`config.mk`:
```
export PLATFORM = sky130hd
export DESIGN_NAME = alu8_core
export DESIGN_NICKNAME = d
export VERILOG_FILES = /design/src/rtl/alu8_pkg.sv /design/src/rtl/alu8_logic.sv /design/src/rtl/alu8_arith.sv /design/src/rtl/alu8_status.sv /design/src/rtl/alu8_core.sv
export SDC_FILE = /design/constraint.sdc
export NUM_CORES = 1
export LEC_CHECK = 0
export ABC_AREA = 1
export BUFFER_PORTS_ARGS = -buffer_cell sky130_fd_sc_hd__buf_2
export CAP_MARGIN = 25
export CORE_AREA = 2 2 59 61
export CTS_BUF_LIST = sky130_fd_sc_hd__clkbuf_8
export DETAILED_ROUTE_END_ITERATION = 7
export DIE_AREA = 0 0 61 63
export MAX_ROUTING_LAYER = met4
export PLACE_DENSITY = 0.84
export SYNTH_ARGS = -nofsm -noshare
export SYNTH_HDL_FRONTEND = slang
export SYNTH_SLANG_ARGS = --single-unit
```
`constraint.sdc`:
```
create_clock -name clk -period 2.3 [get_ports clk]
set_input_delay 0.115 -clock clk [delete_from_list [all_inputs] [get_ports clk]]
set_output_delay 0.115 -clock clk [all_outputs]
set_load 0.02 [all_outputs]
```
`src/rtl/alu8_pkg.sv`:
```
package alu8_pkg;
  parameter int DW  = 8;
  localparam int NIB = DW / 2;

  // status bit positions
  localparam int ST_C  = 0;
  localparam int ST_DC = 1;
  localparam int ST_Z  = 2;

  localparam logic [3:0] OP_AND  = 4'd0;
  localparam logic [3:0] OP_OR   = 4'd1;
  localparam logic [3:0] OP_XOR  = 4'd2;
  localparam logic [3:0] OP_COMF = 4'd3;
  localparam logic [3:0] OP_COMW = 4'd4;
  localparam logic [3:0] OP_INC  = 4'd5;
  localparam logic [3:0] OP_DEC  = 4'd6;
  localparam logic [3:0] OP_RLC  = 4'd7;
  localparam logic [3:0] OP_RRC  = 4'd8;
  localparam logic [3:0] OP_SWAP = 4'd9;

  function automatic logic [DW-1:0] nib_swap(input logic [DW-1:0] v);
    return {v[NIB-1:0], v[DW-1:NIB]};
  endfunction

  function automatic logic [DW:0] rot_left_c(input logic [DW-1:0] v, input logic c);
    // {carry_out, result}
    return {v, c};
  endfunction

  function automatic logic [DW:0] rot_right_c(input logic [DW-1:0] v, input logic c);
    // {carry_out, result}
    return {v[0], c, v[DW-1:1]};
  endfunction

  function automatic logic zflag_op(input logic [3:0] op);
    return op <= OP_DEC;
  endfunction
endpackage

```
`src/rtl/alu8_logic.sv`:
```
module alu8_logic
  import alu8_pkg::*;
(
  input  logic [3:0]    op_i,
  input  logic [DW-1:0] w_i,
  input  logic [DW-1:0] f_i,
  output logic [DW-1:0] res_o,
  output logic          hit_o
);
  always_comb begin
    hit_o = 1'b1;
    unique case (op_i)
      OP_AND:  res_o = w_i & f_i;
      OP_OR:   res_o = w_i | f_i;
      OP_XOR:  res_o = w_i ^ f_i;
      OP_COMF: res_o = ~f_i;
      OP_COMW: res_o = ~w_i;
      OP_SWAP: res_o = nib_swap(f_i);
      default: begin
        res_o = f_i;
        hit_o = 1'b0;
      end
    endcase
  end
endmodule

```
`src/rtl/alu8_arith.sv`:
```
module alu8_arith
  import alu8_pkg::*;
(
  input  logic [3:0]    op_i,
  input  logic [DW-1:0] f_i,
  input  logic          cin_i,
  output logic [DW-1:0] res_o,
  output logic          cout_o,
  output logic          hit_o,
  output logic          rot_o
);
  logic [DW:0] rl, rr;
  assign rl = rot_left_c(f_i, cin_i);
  assign rr = rot_right_c(f_i, cin_i);

  always_comb begin
    hit_o  = 1'b1;
    rot_o  = 1'b0;
    cout_o = cin_i;
    unique case (op_i)
      OP_INC: res_o = f_i + 1'b1;
      OP_DEC: res_o = f_i - 1'b1;
      OP_RLC: begin
        res_o = rl[DW-1:0]; cout_o = rl[DW]; rot_o = 1'b1;
      end
      OP_RRC: begin
        res_o = rr[DW-1:0]; cout_o = rr[DW]; rot_o = 1'b1;
      end
      default: begin
        res_o = f_i;
        hit_o = 1'b0;
      end
    endcase
  end
endmodule

```
`src/rtl/alu8_status.sv`:
```
module alu8_status #(
  parameter logic [7:0] RST_VAL = 8'h18
) (
  input  logic       clk,
  input  logic       rst_n,
  input  logic       wr_i,
  input  logic [7:0] wdata_i,
  input  logic       upd_c_i,
  input  logic       new_c_i,
  input  logic       upd_z_i,
  input  logic       new_z_i,
  output logic [7:0] q_o
);
  localparam int C_POS = alu8_pkg::ST_C;
  localparam int Z_POS = alu8_pkg::ST_Z;

  for (genvar b = 0; b < 8; b++) begin : g_bit
    logic nxt;
    always_comb begin
      nxt = q_o[b];
      if (wr_i) nxt = wdata_i[b];
      else if (b == C_POS && upd_c_i) nxt = new_c_i;
      else if (b == Z_POS && upd_z_i) nxt = new_z_i;
    end
    always_ff @(posedge clk or negedge rst_n)
      if (!rst_n) q_o[b] <= RST_VAL[b];
      else        q_o[b] <= nxt;
  end
endmodule

```
`src/rtl/alu8_core.sv`:
```
module alu8_core
  import alu8_pkg::*;
#(
  parameter logic [7:0] RST_STATUS = 8'h18
) (
  input  logic          clk,
  input  logic          rst_n,
  input  logic [3:0]    op_i,
  input  logic [DW-1:0] w_i,
  input  logic [DW-1:0] f_i,
  input  logic          exec_i,
  input  logic          st_wr_i,
  input  logic [7:0]    st_wdata_i,
  output logic [DW-1:0] res_o,
  output logic          zero_o,
  output logic [7:0]    status_o
);
  logic [DW-1:0] lg_res, ar_res;
  logic          lg_hit, ar_hit, ar_rot, ar_cout;
  logic          carry_in;
  // named events for the checker
  logic          res_zero, upd_c, upd_z;

  assign carry_in = status_o[ST_C];

  alu8_logic u_logic (
    .op_i(op_i), .w_i(w_i), .f_i(f_i), .res_o(lg_res), .hit_o(lg_hit)
  );

  alu8_arith u_arith (
    .op_i(op_i), .f_i(f_i), .cin_i(carry_in),
    .res_o(ar_res), .cout_o(ar_cout), .hit_o(ar_hit), .rot_o(ar_rot)
  );

  always_comb begin
    if (lg_hit)      res_o = lg_res;
    else if (ar_hit) res_o = ar_res;
    else             res_o = f_i;
  end

  assign res_zero = (res_o == '0);
  assign zero_o   = res_zero;
  assign upd_c    = exec_i & ar_rot;
  assign upd_z    = exec_i & zflag_op(op_i);

  alu8_status #(.RST_VAL(RST_STATUS)) u_status (
    .clk(clk), .rst_n(rst_n),
    .wr_i(st_wr_i), .wdata_i(st_wdata_i),
    .upd_c_i(upd_c), .new_c_i(ar_cout),
    .upd_z_i(upd_z), .new_z_i(res_zero),
    .q_o(status_o)
  );
endmodule

```
* Word-level counts from Yosys, hierarchy flattened
Index checks and enable logic that the tools add are counted.
** Storage, ports and cells
- Register bits :: 8
- Bits of input ports :: 32
- Output and inout bits :: 17
- Word-level logic and storage cells :: 48
** Operators by class
- $add $sub $neg :: 2
- $lt $le $gt $ge :: 1
- Equal/unequal tests :: 9
- Muxes and demuxes :: 12
- Bitwise gates (word level) :: 7
- Reductions and logical operators :: 9
** Operator list (count)
- $pmux 8 s6 :: 1
- $pmux 8 s4 :: 1
- $eq 4x3->1 const B :: 4
- $mux 8 :: 2
- $not 8->8 :: 2
- $add 8x1->8 const B :: 1
- $and 8x8->8 :: 1
- $eq 4x2->1 const B :: 2
- $eq 4x4->1 const B :: 2
- $logic_not 8->1 :: 1
- $or 8x8->8 :: 1
- $sub 8x1->8 const B :: 1
- $xor 8x8->8 :: 1
- $mux 1 :: 7
- $reduce_or 6->1 :: 1
- $eq 4x1->1 const B :: 1
- $le 4x3->1 const B :: 1
- $logic_not 4->1 :: 1
- $reduce_bool 2->1 :: 2
- $reduce_or 4->1 :: 1
- $reduce_bool 3->1 :: 1
- $and 1x1->1 :: 2
- $pmux 1 s2 :: 1
- $reduce_and 2->1 :: 1
- $reduce_or 2->1 :: 1

* Logic depth before layout (Yosys ltp)
- Word-level depth :: 8
- Depth in mapped cells :: 23
- Depth with buffers taken out :: 22

* Hierarchy
Synthesis repeated with hierarchy kept, for this count alone.
** Second synthesis, totals
- Cells, all modules :: 390
- Area total of the unflattened synthesis :: 2275.9 um2
** Modules (own cells, without submodules)
- alu8_logic :: times used 1, cells each 156, area each 863.3 um2, seq. area each 0.0 um2
- alu8_arith :: times used 1, cells each 122, area each 740.7 um2, seq. area each 0.0 um2
- alu8_status :: times used 1, cells each 44, area each 370.4 um2, seq. area each 202.7 um2
- alu8_core :: times used 1, cells each 68, area each 301.5 um2, seq. area each 0.0 um2

* Worst setup path after synthesis
No wires, ideal clock.
- Kind :: input to output
- Start point :: input port op_i[1]
- End point :: output port zero_o
- Arrival :: 1876 ps
- Data required time :: 2185 ps
- Setup slack :: 309 ps
- Cell stages on the path :: 22
- Buffers on the path :: 1
- Cells stage by stage :: inv_1 -> nor2_1 -> nand2_1 -> buf_6 -> nand2_1 -> nand2_1 -> inv_1 -> ha_1 -> inv_1 -> nand2_1 -> nand2_1 -> nand3_1 -> nand2_1 -> nand2_1 -> nand2_1 -> nor2_1 -> nand2_1 -> inv_1 -> nand2_1 -> nor2_1 -> nand2_1 -> inv_1
** On the way
- Word-level cells in the longest chain between the ends :: 6
- Elaborated cells on any way between the ends :: 19
- Classes of those cells :: eq/ne: 9; mux: 6; reduce/logical: 4
** Ends and longest elaborated chain
- start: declaration :: line alu8_core.sv:8 : input logic [3:0] op_i,
- $eq 4x3->1 / $eq 4x4->1 (equally long branches) :: line alu8_arith.sv:20 : unique case (op_i)
- $reduce_or 4->1 (no line)
- $mux 1 :: line alu8_arith.sv:20
- $mux 8 :: line alu8_core.sv:37 : else if (ar_hit) res_o = ar_res;
- $mux 8 * :: line alu8_core.sv:36 : if (lg_hit) res_o = lg_res;
- via res_o[2] :: line alu8_core.sv:14 : output logic [DW-1:0] res_o,
- $logic_not 8->1 * :: line alu8_core.sv:41 : assign res_zero = (res_o == '0);
- end: declaration :: line alu8_core.sv:15 : output logic zero_o,
The timed path passes the listed nets; every way through them passes the cells marked *.

* Worst setup path after layout
- Start point :: input port op_i[3]
- End point :: output port zero_o
** On the way
- Word-level cells in the longest chain between the ends :: 6
- Elaborated cells on any way between the ends :: 19
- Classes of those cells :: eq/ne: 9; mux: 6; reduce/logical: 4
** Ends and longest elaborated chain (line)
- $eq 4x3->1 / $eq 4x4->1 (equally long branches) :: alu8_arith.sv:20
- $reduce_or 4->1 (no line)
- $mux 1 :: alu8_arith.sv:20
- $mux 8 :: alu8_core.sv:37
- $mux 8 * :: alu8_core.sv:36
- $logic_not 8->1 * :: alu8_core.sv:41
Mark *: on every way between the ends. The rest lies on a longest branch, timed or not.

==> results.yml <==
synth:
  syn_nets: 353
  yosys.cell_types.count: 30
  synth.most_common_cell: "nand2_1"
  synth.avg_cell_area_um2: 5.48
  synth_top_area_share_pct: 25.2
  synth-seq-cells: 8
  yosysSeqAreaShare_pct: 12.2
  syn_inst: 304
  synthFlopType: "dfrtp_1"
  yosys.area.top_type: "nand2_1"
  synth_edf_count: 0
  synth_top_cells_by_area: "nand2_1 (25%), ha_1 (13%), inv_1 (11%)"
  synth_common_cells: "nand2_1 (112), inv_1 (49), nor2_1 (27)"
  syn_area_um2: 1670
  yosysWarnings: 0
  synthArstFlopShare_pct: 100
critical_path:
  arrival_ps: 2050
  crit_path_start_kind: "input port"
  cp.required_ps: 2180
  critPathKind: "in -> out"
  crit_fanout: 8
  crit_path_end_kind: "output port"
power:
  p_per_area_nw_per_um2: 335
  leakagePower_nw: 1.22
  power.total_w: 0.000705
  ir_worst_vdd_mv: 0.341
sta:
  slew_viol_final: 0
  hold_viol_final: 0
  fin_setup_tns_ps: 0
  worstMarginPinSlew_ps: 452
  min_period_ps: 2170
  max_freq_mhz: 462
  final.setup_skew_ps: 0.189
  setup_viol: 0
  slew_headroom_pct: 69.7
  fin_crit_sh_pct: 94.2
die:
  core.rowCount: 21
  ios: 49
  fp.dieH_um: 63
  start_util_pct: 51.5
  core_um2: 3230
  die_x_um: 61
  die_area_um2: 3840
clock_network:
  numClockSinks: 8
  root_buffer: "clkbuf_8"
  clk_pin_slew_ps: 40
  cts_tree: "done"
  cts_buffers: 3
  cts.htree.levels: 1
  ctsLongestPathBuffers: 2
  clk_latency_ps: 220
global_routing:
  grt-ovfl-total: 0
  grt_pass1_vias: 2021
  grt_max_degree: 11
  antenna_found_initial: 0
  grt_pass1_wl_mm: 8.69
  grtUsageTotal_pct: 29.2
run_status:
  status: "complete, no violations"
routing:
  drt_iter0_drc: 176
  firstDrtPassIters: 4
  wl_per_cell_um: 12.9
  wirelength_mm: 5.23
  via_per_inst: 5.41
  vias: 2200
  drt.antenna.violating_nets: 0
  drc: 0
cells_and_area:
  final_cells: 407
  utilization_pct: 65.2
  largest_register_ffs: 8
  drive_gt1_share_pct: 22.7
  n_fill_cell: 332
  finish.instance_area_um2: 2110
  top_regs: "u_status.q_o x8"
  areaGrowthSynthToFinish_pct: 26.5
  top_register: "u_status.q_o"
  final_nets: 412
  antennaDiodeCount: 0
hold_path:
  hold_class: "in -> reg"
run:
  maxCapViolations: 0
placed_design:
  io_buffers: 48
  dp_cells: 401
  routabilityCongestion: 0.962
  dp_hpwl_mm: 4.04
  post_dp_cell_area_um2: 1980
[power breakdown]
part | internal, W | total (W) | switching, W
clock network | 0.000113 | 0.000164 | 0.0000508
registers | 0.000157 | 0.000166 | 0.00000849
logic | 0.000131 | 0.000376 | 0.000244
[what timing repair did]
| item | 4_1_cts | 5_1_grt |
|---|---|---|
| hold buffers | 1 | 0 |
| endpoints found under the hold margin | 8 | 0 |
| resized for setup | 0 | 19 |
| setup endpoints to repair | 0 | 2 |
| buffers inserted | 0 | 2 |
[logic make-up after synthesis]
group	count (synthesis)	share of synthesized area, %
flip-flops	8	12.2
buffers and inverters	58	14.3
AO/OA/AOI/OAI	53	18.8
AND/OR/NAND/NOR	167	41.5
XOR/XNOR	1	0.526
adder cells (fa/ha/maj)	17	12.8
[worst paths after layout]
path	to	startpoint	depth (start not counted)	slack (ps)
worst max-delay path	zero_o	op_i[3]	16	130
worst min-delay path	u_status.q_o[3]	st_wdata_i[3]	3	90
worst max register to register	u_status.q_o[2]	u_status.q_o[0]	13	770
worst min register to register	u_status.q_o[3]	u_status.q_o[3]	2	460
max in group asynchronous	u_status.q_o[3]	rst_n	2	1810
min in group asynchronous	u_status.q_o[0]	rst_n	2	250
[worst max-delay path, stage by stage]
cell and delay (ps):
buf_2 140, nor2_1 380, nand3_1 370, o21ai_0 260, nor2_1 70, nand2_1 60, nand2_1 70, nand3_1 80
nor2_1 50, nand2_1 60, inv_1 30, nand2_1 40, nor2_1 40, nand2_1 100, inv_1 60, buf_6 130
[per-stage QoR]
step,hold WS [ps],worst slack (ps)
2_1_floorplan,-181,309
6_report,91.3,134
3_3_place_gp,-37.9,128
5_1_grt,105,-30.3
4_1_cts,89.5,114
3_5_place_dp,-37.7,120
[metal layers]
metal | vias up | share of wire (%) | track usage (%)
met4 | 0 | 2.5 | 8.15
met2 | 114 | 47 | 45.3
met3 | 18 | 7.7 | 3.31
met5 | - | 0 | -
li1 | 1093 | - | -
met1 | 975 | 43 | 39.7
[final cells by class]
cell class              count  area, um^2  area share, %
clock buffers               3        41.3           1.96
inverters                  53         199           9.44
multi-input cells         238        1270           60.2
flip-flops and latches      8         203           9.62
well taps                  46        57.6           2.73
repair buffers             59         338           16.0
[cell usage in the layout, fill, tap and decap left out, types with 3 or more instances in the layout]
cell type,n
clkbuf_8,3
nand2_1,108
ha_1,17
o22ai_1,10
nor2_4,3
inv_1,47
nand2_2,4
a41oi_1,3
nor2_1,24
nand3_1,18
inv_2,4
a211oi_1,3
dfrtp_1,6
o21ai_0,25
a21oi_1,4
buf_2,46
buf_4,10
Power figures use the tool's default switching activity.
